==> src/rtl/flash_ctl_pkg.sv <==
package flash_ctl_pkg;

    localparam int DATA_W = 32;
    localparam int PAGE_W = 7;

    localparam int OFF_KEY  = 'h0;
    localparam int OFF_CTRL = 'h4;
    localparam int OFF_STAT = 'h8;

    localparam logic [DATA_W-1:0] KEY_FIRST  = 32'h4567_0123;
    localparam logic [DATA_W-1:0] KEY_SECOND = 32'hCDEF_89AB;

    localparam int B_PROG   = 0;
    localparam int B_PER    = 1;
    localparam int B_MER    = 2;
    localparam int B_PAGE   = 4;
    localparam int B_BURST  = 12;
    localparam int B_START  = 16;
    localparam int B_EOPIE  = 20;
    localparam int B_ERRIE  = 21;
    localparam int B_INV    = 24;
    localparam int B_LOCK   = 31;

    localparam int S_BUSY = 0;
    localparam int S_EOP  = 1;
    localparam int S_SEQ  = 2;
    localparam int S_OPE  = 3;

    typedef struct packed {
        logic              prog;
        logic              per;
        logic              mer;
        logic [PAGE_W-1:0] page;
        logic              burst;
        logic              start;
        logic              eop_ie;
        logic              err_ie;
        logic              inv;
        logic              lock;
    } ctrl_t;

    typedef struct packed {
        logic eop;
        logic seq;
        logic ope;
    } flags_t;

    typedef enum logic [1:0] {
        LK_WAIT1 = 2'd0,
        LK_WAIT2 = 2'd1,
        LK_DEAD  = 2'd2
    } lock_st_t;

    function automatic logic [DATA_W-1:0] pack_ctrl(ctrl_t c);
        logic [DATA_W-1:0] v;
        v = '0;
        v[B_PROG]            = c.prog;
        v[B_PER]             = c.per;
        v[B_MER]             = c.mer;
        v[B_PAGE +: PAGE_W]  = c.page;
        v[B_BURST]           = c.burst;
        v[B_START]           = c.start;
        v[B_EOPIE]           = c.eop_ie;
        v[B_ERRIE]           = c.err_ie;
        v[B_INV]             = c.inv;
        v[B_LOCK]            = c.lock;
        return v;
    endfunction

    function automatic ctrl_t unpack_ctrl(logic [DATA_W-1:0] v);
        ctrl_t c;
        c.prog   = v[B_PROG];
        c.per    = v[B_PER];
        c.mer    = v[B_MER];
        c.page   = v[B_PAGE +: PAGE_W];
        c.burst  = v[B_BURST];
        c.start  = v[B_START];
        c.eop_ie = v[B_EOPIE];
        c.err_ie = v[B_ERRIE];
        c.inv    = v[B_INV];
        c.lock   = v[B_LOCK];
        return c;
    endfunction

endpackage

==> src/rtl/fctl_lock_unit.sv <==
module fctl_lock_unit
    import flash_ctl_pkg::*;
(
    input  logic              clk,
    input  logic              rst,
    input  logic              key_wr,
    input  logic [DATA_W-1:0] key_data,
    input  logic              relock,
    output logic              locked
);

    lock_st_t st_q;

    always_ff @(posedge clk) begin
        if (rst) begin
            st_q   <= LK_WAIT1;
            locked <= 1'b1;
        end else if (relock) begin
            locked <= 1'b1;
            st_q   <= LK_WAIT1;
        end else if (key_wr && locked) begin
            case (st_q)
                LK_WAIT1: st_q <= (key_data == KEY_FIRST) ? LK_WAIT2 : LK_DEAD;
                LK_WAIT2: begin
                    if (key_data == KEY_SECOND) begin
                        locked <= 1'b0;
                        st_q   <= LK_WAIT1;
                    end else begin
                        st_q   <= LK_DEAD;
                    end
                end
                default: st_q <= LK_DEAD;
            endcase
        end
    end

    // a failed sequence keeps the register locked
    p_dead_locked_r4: assert property (@(posedge clk) disable iff (rst)
        (st_q == LK_DEAD) |-> locked);

    // the lock only drops right after the second key word
    p_unlock_on_second_key_r3: assert property (@(posedge clk) disable iff (rst)
        $fell(locked) |-> $past(key_wr && st_q == LK_WAIT2 && key_data == KEY_SECOND));

endmodule

==> src/rtl/fctl_engine.sv <==
module fctl_engine #(
    parameter int BUSY_CYC = 16
) (
    input  logic clk,
    input  logic rst,
    input  logic launch,
    output logic busy,
    output logic done
);

    localparam int CNT_W = $clog2(BUSY_CYC + 1);

    logic [CNT_W-1:0] cnt_q;

    always_ff @(posedge clk) begin
        if (rst) begin
            busy  <= 1'b0;
            cnt_q <= '0;
        end else if (launch && !busy) begin
            busy  <= 1'b1;
            cnt_q <= CNT_W'(BUSY_CYC - 1);
        end else if (busy) begin
            if (cnt_q == '0) busy <= 1'b0;
            else             cnt_q <= cnt_q - 1'b1;
        end
    end

    assign done = busy && (cnt_q == '0);

    // busy only rises after a launch request
    p_busy_after_launch_r6: assert property (@(posedge clk) disable iff (rst)
        $rose(busy) |-> $past(launch));

endmodule

==> src/rtl/fctl_status.sv <==
module fctl_status
    import flash_ctl_pkg::*;
(
    input  logic   clk,
    input  logic   rst,
    input  flags_t set_f,
    input  flags_t clr_f,
    input  logic   eop_ie,
    input  logic   err_ie,
    output flags_t flags,
    output logic   irq
);

    always_ff @(posedge clk) begin
        if (rst) begin
            flags <= '0;
        end else begin
            flags.eop <= set_f.eop | (flags.eop & ~clr_f.eop);
            flags.seq <= set_f.seq | (flags.seq & ~clr_f.seq);
            flags.ope <= set_f.ope | (flags.ope & ~clr_f.ope);
        end
    end

    assign irq = (flags.eop & eop_ie) | (flags.ope & err_ie);

    // a rejected start always shows the sequence error
    p_seq_flag_r7: assert property (@(posedge clk) disable iff (rst)
        set_f.seq |=> flags.seq);

    // without a set or a clear, flags hold
    p_flags_hold_r9: assert property (@(posedge clk) disable iff (rst)
        (set_f == '0 && clr_f == '0) |=> $stable(flags));

endmodule

==> src/rtl/flash_ctl_regs.sv <==
module flash_ctl_regs
    import flash_ctl_pkg::*;
#(
    parameter int BUSY_CYC       = 16,
    parameter int ADDR_W         = 4,
    parameter bit SECURE_DEFAULT = 1'b1
) (
    input  logic              clk,
    input  logic              rst,
    input  logic              wr_en,
    input  logic [ADDR_W-1:0] addr,
    input  logic [DATA_W-1:0] wdata,
    output logic [DATA_W-1:0] rdata,
    output logic              busy,
    output logic              irq,
    output logic              secure_view
);

    logic   sel_key, sel_ctrl, sel_stat;
    logic   wr_ctrl, allow, start_req, start_ok, launch, done, locked, relock;
    ctrl_t  w, ctrl_q, ctrl_rd;
    flags_t set_f, clr_f, flags;
    logic [DATA_W-1:0] ctrl_vec, stat_vec;

    assign sel_key  = (addr == ADDR_W'(OFF_KEY));
    assign sel_ctrl = (addr == ADDR_W'(OFF_CTRL));
    assign sel_stat = (addr == ADDR_W'(OFF_STAT));

    assign w         = unpack_ctrl(wdata);
    assign wr_ctrl   = wr_en && sel_ctrl;
    assign allow     = wr_ctrl && !locked && !busy;
    assign start_req = allow && w.start;
    assign start_ok  = start_req && (w.per || w.mer);
    assign launch    = start_ok;
    assign relock    = allow && w.lock;

    always_ff @(posedge clk) begin
        if (rst) begin
            ctrl_q <= '0;
        end else begin
            if (allow) begin
                ctrl_q       <= w;
                ctrl_q.start <= start_ok;
                ctrl_q.lock  <= 1'b0;
            end
            if (done) ctrl_q.start <= 1'b0;
        end
    end

    fctl_lock_unit u_lock (
        .clk      (clk),
        .rst      (rst),
        .key_wr   (wr_en && sel_key),
        .key_data (wdata),
        .relock   (relock),
        .locked   (locked)
    );

    fctl_engine #(.BUSY_CYC(BUSY_CYC)) u_eng (
        .clk    (clk),
        .rst    (rst),
        .launch (launch),
        .busy   (busy),
        .done   (done)
    );

    always_comb begin
        set_f.eop = done;
        set_f.seq = start_req && !start_ok;
        set_f.ope = wr_ctrl && !locked && busy && w.start;
        clr_f     = '0;
        if (wr_en && sel_stat) begin
            clr_f.eop = wdata[S_EOP];
            clr_f.seq = wdata[S_SEQ];
            clr_f.ope = wdata[S_OPE];
        end
    end

    fctl_status u_stat (
        .clk    (clk),
        .rst    (rst),
        .set_f  (set_f),
        .clr_f  (clr_f),
        .eop_ie (ctrl_q.eop_ie),
        .err_ie (ctrl_q.err_ie),
        .flags  (flags),
        .irq    (irq)
    );

    always_comb begin
        ctrl_rd      = ctrl_q;
        ctrl_rd.lock = locked;
        ctrl_vec     = pack_ctrl(ctrl_rd);
        stat_vec         = '0;
        stat_vec[S_BUSY] = busy;
        stat_vec[S_EOP]  = flags.eop;
        stat_vec[S_SEQ]  = flags.seq;
        stat_vec[S_OPE]  = flags.ope;
        if (sel_ctrl)      rdata = ctrl_vec;
        else if (sel_stat) rdata = stat_vec;
        else               rdata = '0;
    end

    assign secure_view = SECURE_DEFAULT ^ ctrl_q.inv;

    // start bit and engine busy move together
    p_start_tracks_busy_r6: assert property (@(posedge clk) disable iff (rst)
        ctrl_q.start == busy);

    // a locked control write leaves the register untouched
    p_locked_ignored_r2: assert property (@(posedge clk) disable iff (rst)
        (locked && wr_ctrl) |=> $stable(ctrl_q));

    // falling busy leaves the end-of-operation flag set
    p_eop_on_fall_r6: assert property (@(posedge clk) disable iff (rst)
        $fell(busy) |-> flags.eop);

    // start while busy raises the operation error
    p_busy_start_err_r8: assert property (@(posedge clk) disable iff (rst)
        (wr_ctrl && !locked && busy && w.start) |=> flags.ope);

endmodule

==> config.mk <==
export PLATFORM = sky130hd
export DESIGN_NAME = flash_ctl_regs
export DESIGN_NICKNAME = d
export VERILOG_FILES = /design/src/rtl/flash_ctl_pkg.sv /design/src/rtl/fctl_lock_unit.sv /design/src/rtl/fctl_engine.sv /design/src/rtl/fctl_status.sv /design/src/rtl/flash_ctl_regs.sv
export SDC_FILE = /design/constraint.sdc
export NUM_CORES = 1
export LEC_CHECK = 0
export BUFFER_PORTS_ARGS = -buffer_cell sky130_fd_sc_hd__buf_2
export CAP_MARGIN = 20
export CORE_MARGIN = 2
export CORE_UTILIZATION = 51
export DETAILED_ROUTE_END_ITERATION = 16
export PLACE_DENSITY = 0.86
export SLEW_MARGIN = 20
export SYNTH_ARGS = -nofsm -noshare
export SYNTH_HDL_FRONTEND = slang
export SYNTH_HIERARCHICAL = 1
export SYNTH_SLANG_ARGS = --single-unit
==> constraint.sdc <==
create_clock -name clk -period 3.9 [get_ports clk]
set_clock_uncertainty 0.2 [all_clocks]
set_input_delay 0.975 -clock clk [delete_from_list [all_inputs] [get_ports clk]]
set_output_delay 0.975 -clock clk [all_outputs]
set_load 0.01 [all_outputs]
==> impl_metrics.ini, run 1 <==
[sta]
maxSlewHeadroom = 0.602
tns_ns = 0
whs_ns = 0.281
period_needed_ns = 3.17
setup_ws_ns = 0.732
maxSlewViolCount = 0
rsz0062_at_grt = false
worstMarginPinSlew_ns = 0.597
final-hold-violation-count = 0
max_freq_mhz = 316
setup_violations = 0
period_share = 0.812

[floorplan]
ios = 74
initial_utilization = 0.541
row_count = 20
die_area_mm2 = 0.00377
core_mm2 = 0.00310
die_h_um = 61.4
fp.dieW_um = 61.4

[yosys]
synthXorXnorAreaFrac = 0
synth_area_mm2 = 0.00168
synthMuxAreaShare = 0.00596
synth_simple_gate_area_frac = 0.349
yosys.cell_types.count = 50
yosysWarnings = 6
yosysTopAreaCellShare = 0.322
ys_async_sr_fraction = 0
synth_compound_gate_area_share = 0.177
netlist_instances = 205
synth_most_common_cell = dfxtp_1
syn_area_per_cell_um2 = 8.19
synth_top_cell_by_area = dfxtp_1
synth_area_leaders = dfxtp_1 (32%), buf_4 (7.2%), a21oi_1 (5.7%)
synthFlopType = dfxtp_1
synth_top_family_by_area = simple AND/OR/NAND/NOR gates
synthAdderAreaFrac = 0.0149
synth_enable_flop_cells = 0
synth_commonest_cells = dfxtp_1 (27), a21oi_1 (19), nand3_1 (19), buf_4 (16), and2_1 (13)
synth-seq-cells = 27
yosysSeqAreaShare = 0.322

[clocking]
cts_resized = 0
post_cts_buffers = 0
clkTransAtPathRegs_ns = 0.15
clockRootBuffer = clkbuf_4
cts_hold_buf = 0
ctsLongestPathBuffers = 2
numCtsBuffers = 3
htreeDepth = 1
clock_latency_ns = 0.32
cts_sinks = 27
cts_tree = built

[setup_path]
cp_max_fo = 28
r2r_cells = 7
r2r_slack_ns = 1.83
critPathTopFamily = buffers and inverters
crit_path_start_kind = input pin
timing.rr.start = u_eng/busy$_SDFF_PP0_
cp.arrival_ns = 1.99
critPathBufInv = 3
path_cells = buf_2, nor4b_4, buf_4, and2_1, buf_2
critPathMaxStageDelay_ns = 0.29
r2r-end = u_eng/cnt_q[3]$_SDFFE_PP0P_
worstPathRequired_ns = 2.72
crit_type = in2out
endpoint_kind = output port
crit_top_cell = buf_2
crit_slowest_cell = buf_4

[placed_design]
dp_hpwl_mm = 2.91
pre_cts_slack_ns = 0.742
gp_congestion = 0.866
numPortBuffers = 58

[routing]
vias_per_cell = 5.38
wirelength_mm = 3.83
wl_per_cell_um = 12.5
drcViolationCount = 0
first_pass_iters = 4
dr_wl_met2_mm = 1.90
vias = 1640
maxUsedRoutingLayer = met4
wl_met3_um = 274
postRouteAntennaNets = 0
wl_met1_mm = 1.63
drtIter0Drc = 67

[global_routing]
overflow = 0
grt_usage = 0.210
grt_pass1_wl_mm = 6.05
grt_max_degree = 29
grt_pass1_vias = 1475
antenna_found_initial = 0

[finish]
layout-drive-gt1-share = 0.287
nNetsFinal = 303
num_antenna_cells = 0
area_delta_synth_final_pct = 16.1

[power_and_ir_drop]
power.density_mw_per_mm2 = 234
ir_drop_mv = 0.188
cellLeakagePower_nw = 0.803

[min_path]
hold_start = ctrl_q[5]$_SDFFE_PP0N_
hold_end = ctrl_q[5]$_SDFFE_PP0N_
hp-class = reg2reg
whs_path_depth = 2

[outcome]
outcome = complete, no violations

[job]
maxCapViolations = 0
==> report_power, final <==
part           internal, mW  switching (mW)  total, mW
sequential            0.276        0.000178      0.276
combinational        0.0217          0.0337     0.0554
clock                0.0392          0.0843      0.123
total                 0.337           0.118      0.455
==> layout make-up <==
type / instances / area, µm²
fill: 289 / 1150
clock buffer: 3 / 22.5
multi-input combinational: 159 / 973
sequential: 27 / 541
tap: 44 / 55.1
inverter: 10 / 37.5
timing repair buffer: 61 / 313
clock inverter: 1 / 7.51
==> tightest hold or removal path, cell delays in order, from the launching register on <==
cell and delay [ns]:
dfxtp_1 0.33, o21ai_1 0.06, a21oi_1 0.06
==> kinds of logic (layout without fill, tap and decap cells) <==
family                   count (synthesis)  after routing
AND/OR/NAND/NOR                         91             91
AO/OA/AOI/OAI                           50             50
buffers and inverters                   33             75
flip-flops                              27             27
adder cells (fa/ha/maj)                  2              2
other                                    1             15
multiplexers                             1              1
==> layer usage <==
layer | track usage | up-vias
met5 | 0 | -
met4 | 0.0517 | 0
met3 | 0.0252 | 2
met2 | 0.381 | 61
met1 | 0.264 | 750
li1 | - | 827
==> placed cells by master, fill, tap and decap left out, types with 3 or more instances in the layout <==
cell type and count:
a21oi_1 19, nand3_1 19, nand2_1 7, nor4b_2 3, conb_1 15, o21ai_1 6
nor4_1 3, buf_4 3, clkbuf_4 3, dfxtp_1 27, o21a_1 3, nand4_1 3
o21ai_0 8, a31oi_1 3, and2_1 13, a22oi_1 3, nor3_1 8, nor2b_1 3
nand2b_1 5, inv_1 10, nor2_1 11, buf_2 58
==> worst max path at each step <==
stage            start        end  slack, ns  depth (start not counted)
2_1_floorplan  addr[3]  rdata[24]       0.79                          4
3_3_place_gp   addr[3]  rdata[16]       0.76                          5
3_5_place_dp   addr[3]  rdata[16]       0.74                          5
4_1_cts        addr[3]  rdata[16]       0.73                          5
5_1_grt        addr[3]  rdata[16]       0.63                          5
6_report       addr[3]  rdata[16]       0.73                          5
==> state kept, by name (all words and copies together), names as in the netlist <==
name and cells:
ctrl_q 15, u_eng/busy 1, u_eng/cnt_q 5, u_lock/locked 1, u_lock/st_q 2, u_stat/flags 3
==> stage by stage <==
step	instances	util	power [mW]	area [µm²]
2_1_floorplan	219	-	0.317	1730
3_3_place_gp	301	0.619	0.336	1920
3_5_place_dp	301	0.619	0.337	1920
4_1_cts	305	0.628	0.461	1950
5_1_grt	305	0.628	0.476	1950
6_report	305	0.628	0.455	1950
Note: power is estimated with default switching activity, not from simulation.
==> run 2: changes to the inputs <==
CORE_UTILIZATION = 47   (was 51)
PLACE_DENSITY = 0.81   (was 0.86)
clock period = 3.1 ns   (was 3.9 ns; I/O delays follow)
==> impl_metrics.ini, run 2 (synthesized netlist as in run 1, its figures left out) <==
[outcome]
outcome = complete, no violations

[power_and_ir_drop]
ir_drop_mv = 0.244
power_switching_mw = 0.144
clockPowerShare = 0.265
p_int_mw = 0.426
comb_power_share = 0.125
cellLeakagePower_nw = 0.809
finalPower_mw = 0.570
p_seq_frac = 0.610
p_sw_frac = 0.253
power.density_mw_per_mm2 = 291

[placed_design]
pre_cts_slack_ns = 0.369
numPortBuffers = 58
gp_congestion = 0.804
dp_hpwl_mm = 3.02

[routing]
drcViolationCount = 0
wl_per_cell_um = 12.9
vias = 1645
first_pass_iters = 4
postRouteAntennaNets = 0
vias_per_cell = 5.34
drtIter0Drc = 110
wirelength_mm = 3.99

[setup_path]
r2r_cells = 6
startpoint = addr[3]
worstPathRequired_ns = 2.12
crit_path_start_kind = input pin
critPathMaxStageDelay_ns = 0.28
timing.rr.start = u_eng/busy$_SDFF_PP0_
critical_path.endpoint = rdata[16]
crit_slowest_cell = buf_4
crit_top_cell = buf_2
cp_max_fo = 25
endpoint_kind = output port
r2r_slack_ns = 1.18
crit_type = in2out
critPathBufInv = 3
path_cells = buf_2, nor4b_4, buf_4, and2_1, buf_2
critPathTopFamily = buffers and inverters
cp.arrival_ns = 1.78
r2r-end = u_eng/cnt_q[3]$_SDFFE_PP0P_
crit_cells = 5

[global_routing]
grt_max_degree = 28
grt_usage = 0.196
met2_usage = 0.330
grt_use_met1 = 0.259
overflow = 0
met3_usage = 0.0246
busiest_layer = met2
grt_pass1_vias = 1429
grt_pass1_wl_mm = 6.44
antenna_found_initial = 0

[clocking]
numCtsBuffers = 3
cts_hold_buf = 0
cts_resized = 0
cts_tree = built
post_cts_buffers = 0
htreeDepth = 1
clkTransAtPathRegs_ns = 0.14
ctsLongestPathBuffers = 2
clockRootBuffer = clkbuf_4
cts_sinks = 27
clock_latency_ns = 0.32

[floorplan]
fp.dieW_um = 63.8
core_mm2 = 0.00339
die_area_mm2 = 0.00407
row_count = 21
initial_utilization = 0.495
ios = 74
die_h_um = 63.8

[finish]
area_delta_synth_final_pct = 16.5
largest-register = ctrl_q
final_common_cell = buf_2
largest_register_ffs = 15
layout-drive-gt1-share = 0.286
nNetsFinal = 304
reg_top3 = ctrl_q (15), u_eng/cnt_q (5), u_stat/flags (3)
layout_common_cells = buf_2 (58), dfxtp_1 (27), nand3_1 (19), a21oi_1 (19), conb_1 (15)
num_antenna_cells = 0

[sta]
maxSlewViolCount = 0
maxSlewHeadroom = 0.620
final-hold-violation-count = 0
worstMarginPinSlew_ns = 0.570
rsz0062_at_grt = false
whs_ns = 0.279
max_freq_mhz = 363
tns_ns = 0
period_share = 0.889
setup_violations = 0
period_needed_ns = 2.76
setup_ws_ns = 0.344

[min_path]
hp-class = reg2reg

[job]
maxCapViolations = 0
run 2: worst register-to-register path, cell delays in order, from the launching register on:
cell      delay (ns)
dfxtp_1         0.48
nor3b_2         0.34
nand3_1         0.16
inv_1           0.12
nor2b_1         0.20
a211oi_1        0.08
a311oi_1        0.28
run 2: layer usage:
metal	part of all wire	vias up	routed length, µm
li1	-	827	-
met1	0.45	756	1780
met2	0.49	55	1930
met3	0.051	7	203
met4	0.016	0	64
met5	0	-	0
run 2: final cells by class:
type | instances | area, µm²
Fill cell | 337 | 1430
Multi-Input combinational cell | 159 | 973
Sequential cell | 27 | 541
Timing Repair Buffer | 62 | 320
Tap cell | 46 | 57.6
Inverter | 10 | 37.5
Clock buffer | 4 | 26.3
run 2: power groups by stage:
stage | clock network (mW) | registers [mW] | logic, mW
global route | 0.173 | 0.348 | 0.0783
floorplan | 0 | 0.355 | 0.0442
detailed placement | 0 | 0.355 | 0.0706
global placement | 0 | 0.355 | 0.0695
finish | 0.151 | 0.348 | 0.0715
CTS | 0.157 | 0.348 | 0.0709
run 2: per-stage QoR:
step	cells	instance area (µm²)	util
floorplan	219	1730	-
global placement	304	1930	0.569
detailed placement	304	1930	0.569
CTS	308	1960	0.577
global route	308	1960	0.577
finish	308	1960	0.577
run 2: worst min path at each step:
| stage | slack [ns] | depth (start not counted) | start | endpoint |
|---|---|---|---|---|
| 6_report | 0.28 | 2 | ctrl_q[10]$_SDFFE_PP0N_ | ctrl_q[10]$_SDFFE_PP0N_ |
| 3_3_place_gp | 0.26 | 2 | ctrl_q[7]$_SDFFE_PP0N_ | ctrl_q[7]$_SDFFE_PP0N_ |
| 2_1_floorplan | 0.24 | 2 | ctrl_q[10]$_SDFFE_PP0N_ | ctrl_q[10]$_SDFFE_PP0N_ |
| 3_5_place_dp | 0.26 | 2 | ctrl_q[10]$_SDFFE_PP0N_ | ctrl_q[10]$_SDFFE_PP0N_ |
| 5_1_grt | 0.30 | 2 | ctrl_q[11]$_SDFFE_PP0N_ | ctrl_q[11]$_SDFFE_PP0N_ |
| 4_1_cts | 0.28 | 2 | ctrl_q[10]$_SDFFE_PP0N_ | ctrl_q[10]$_SDFFE_PP0N_ |
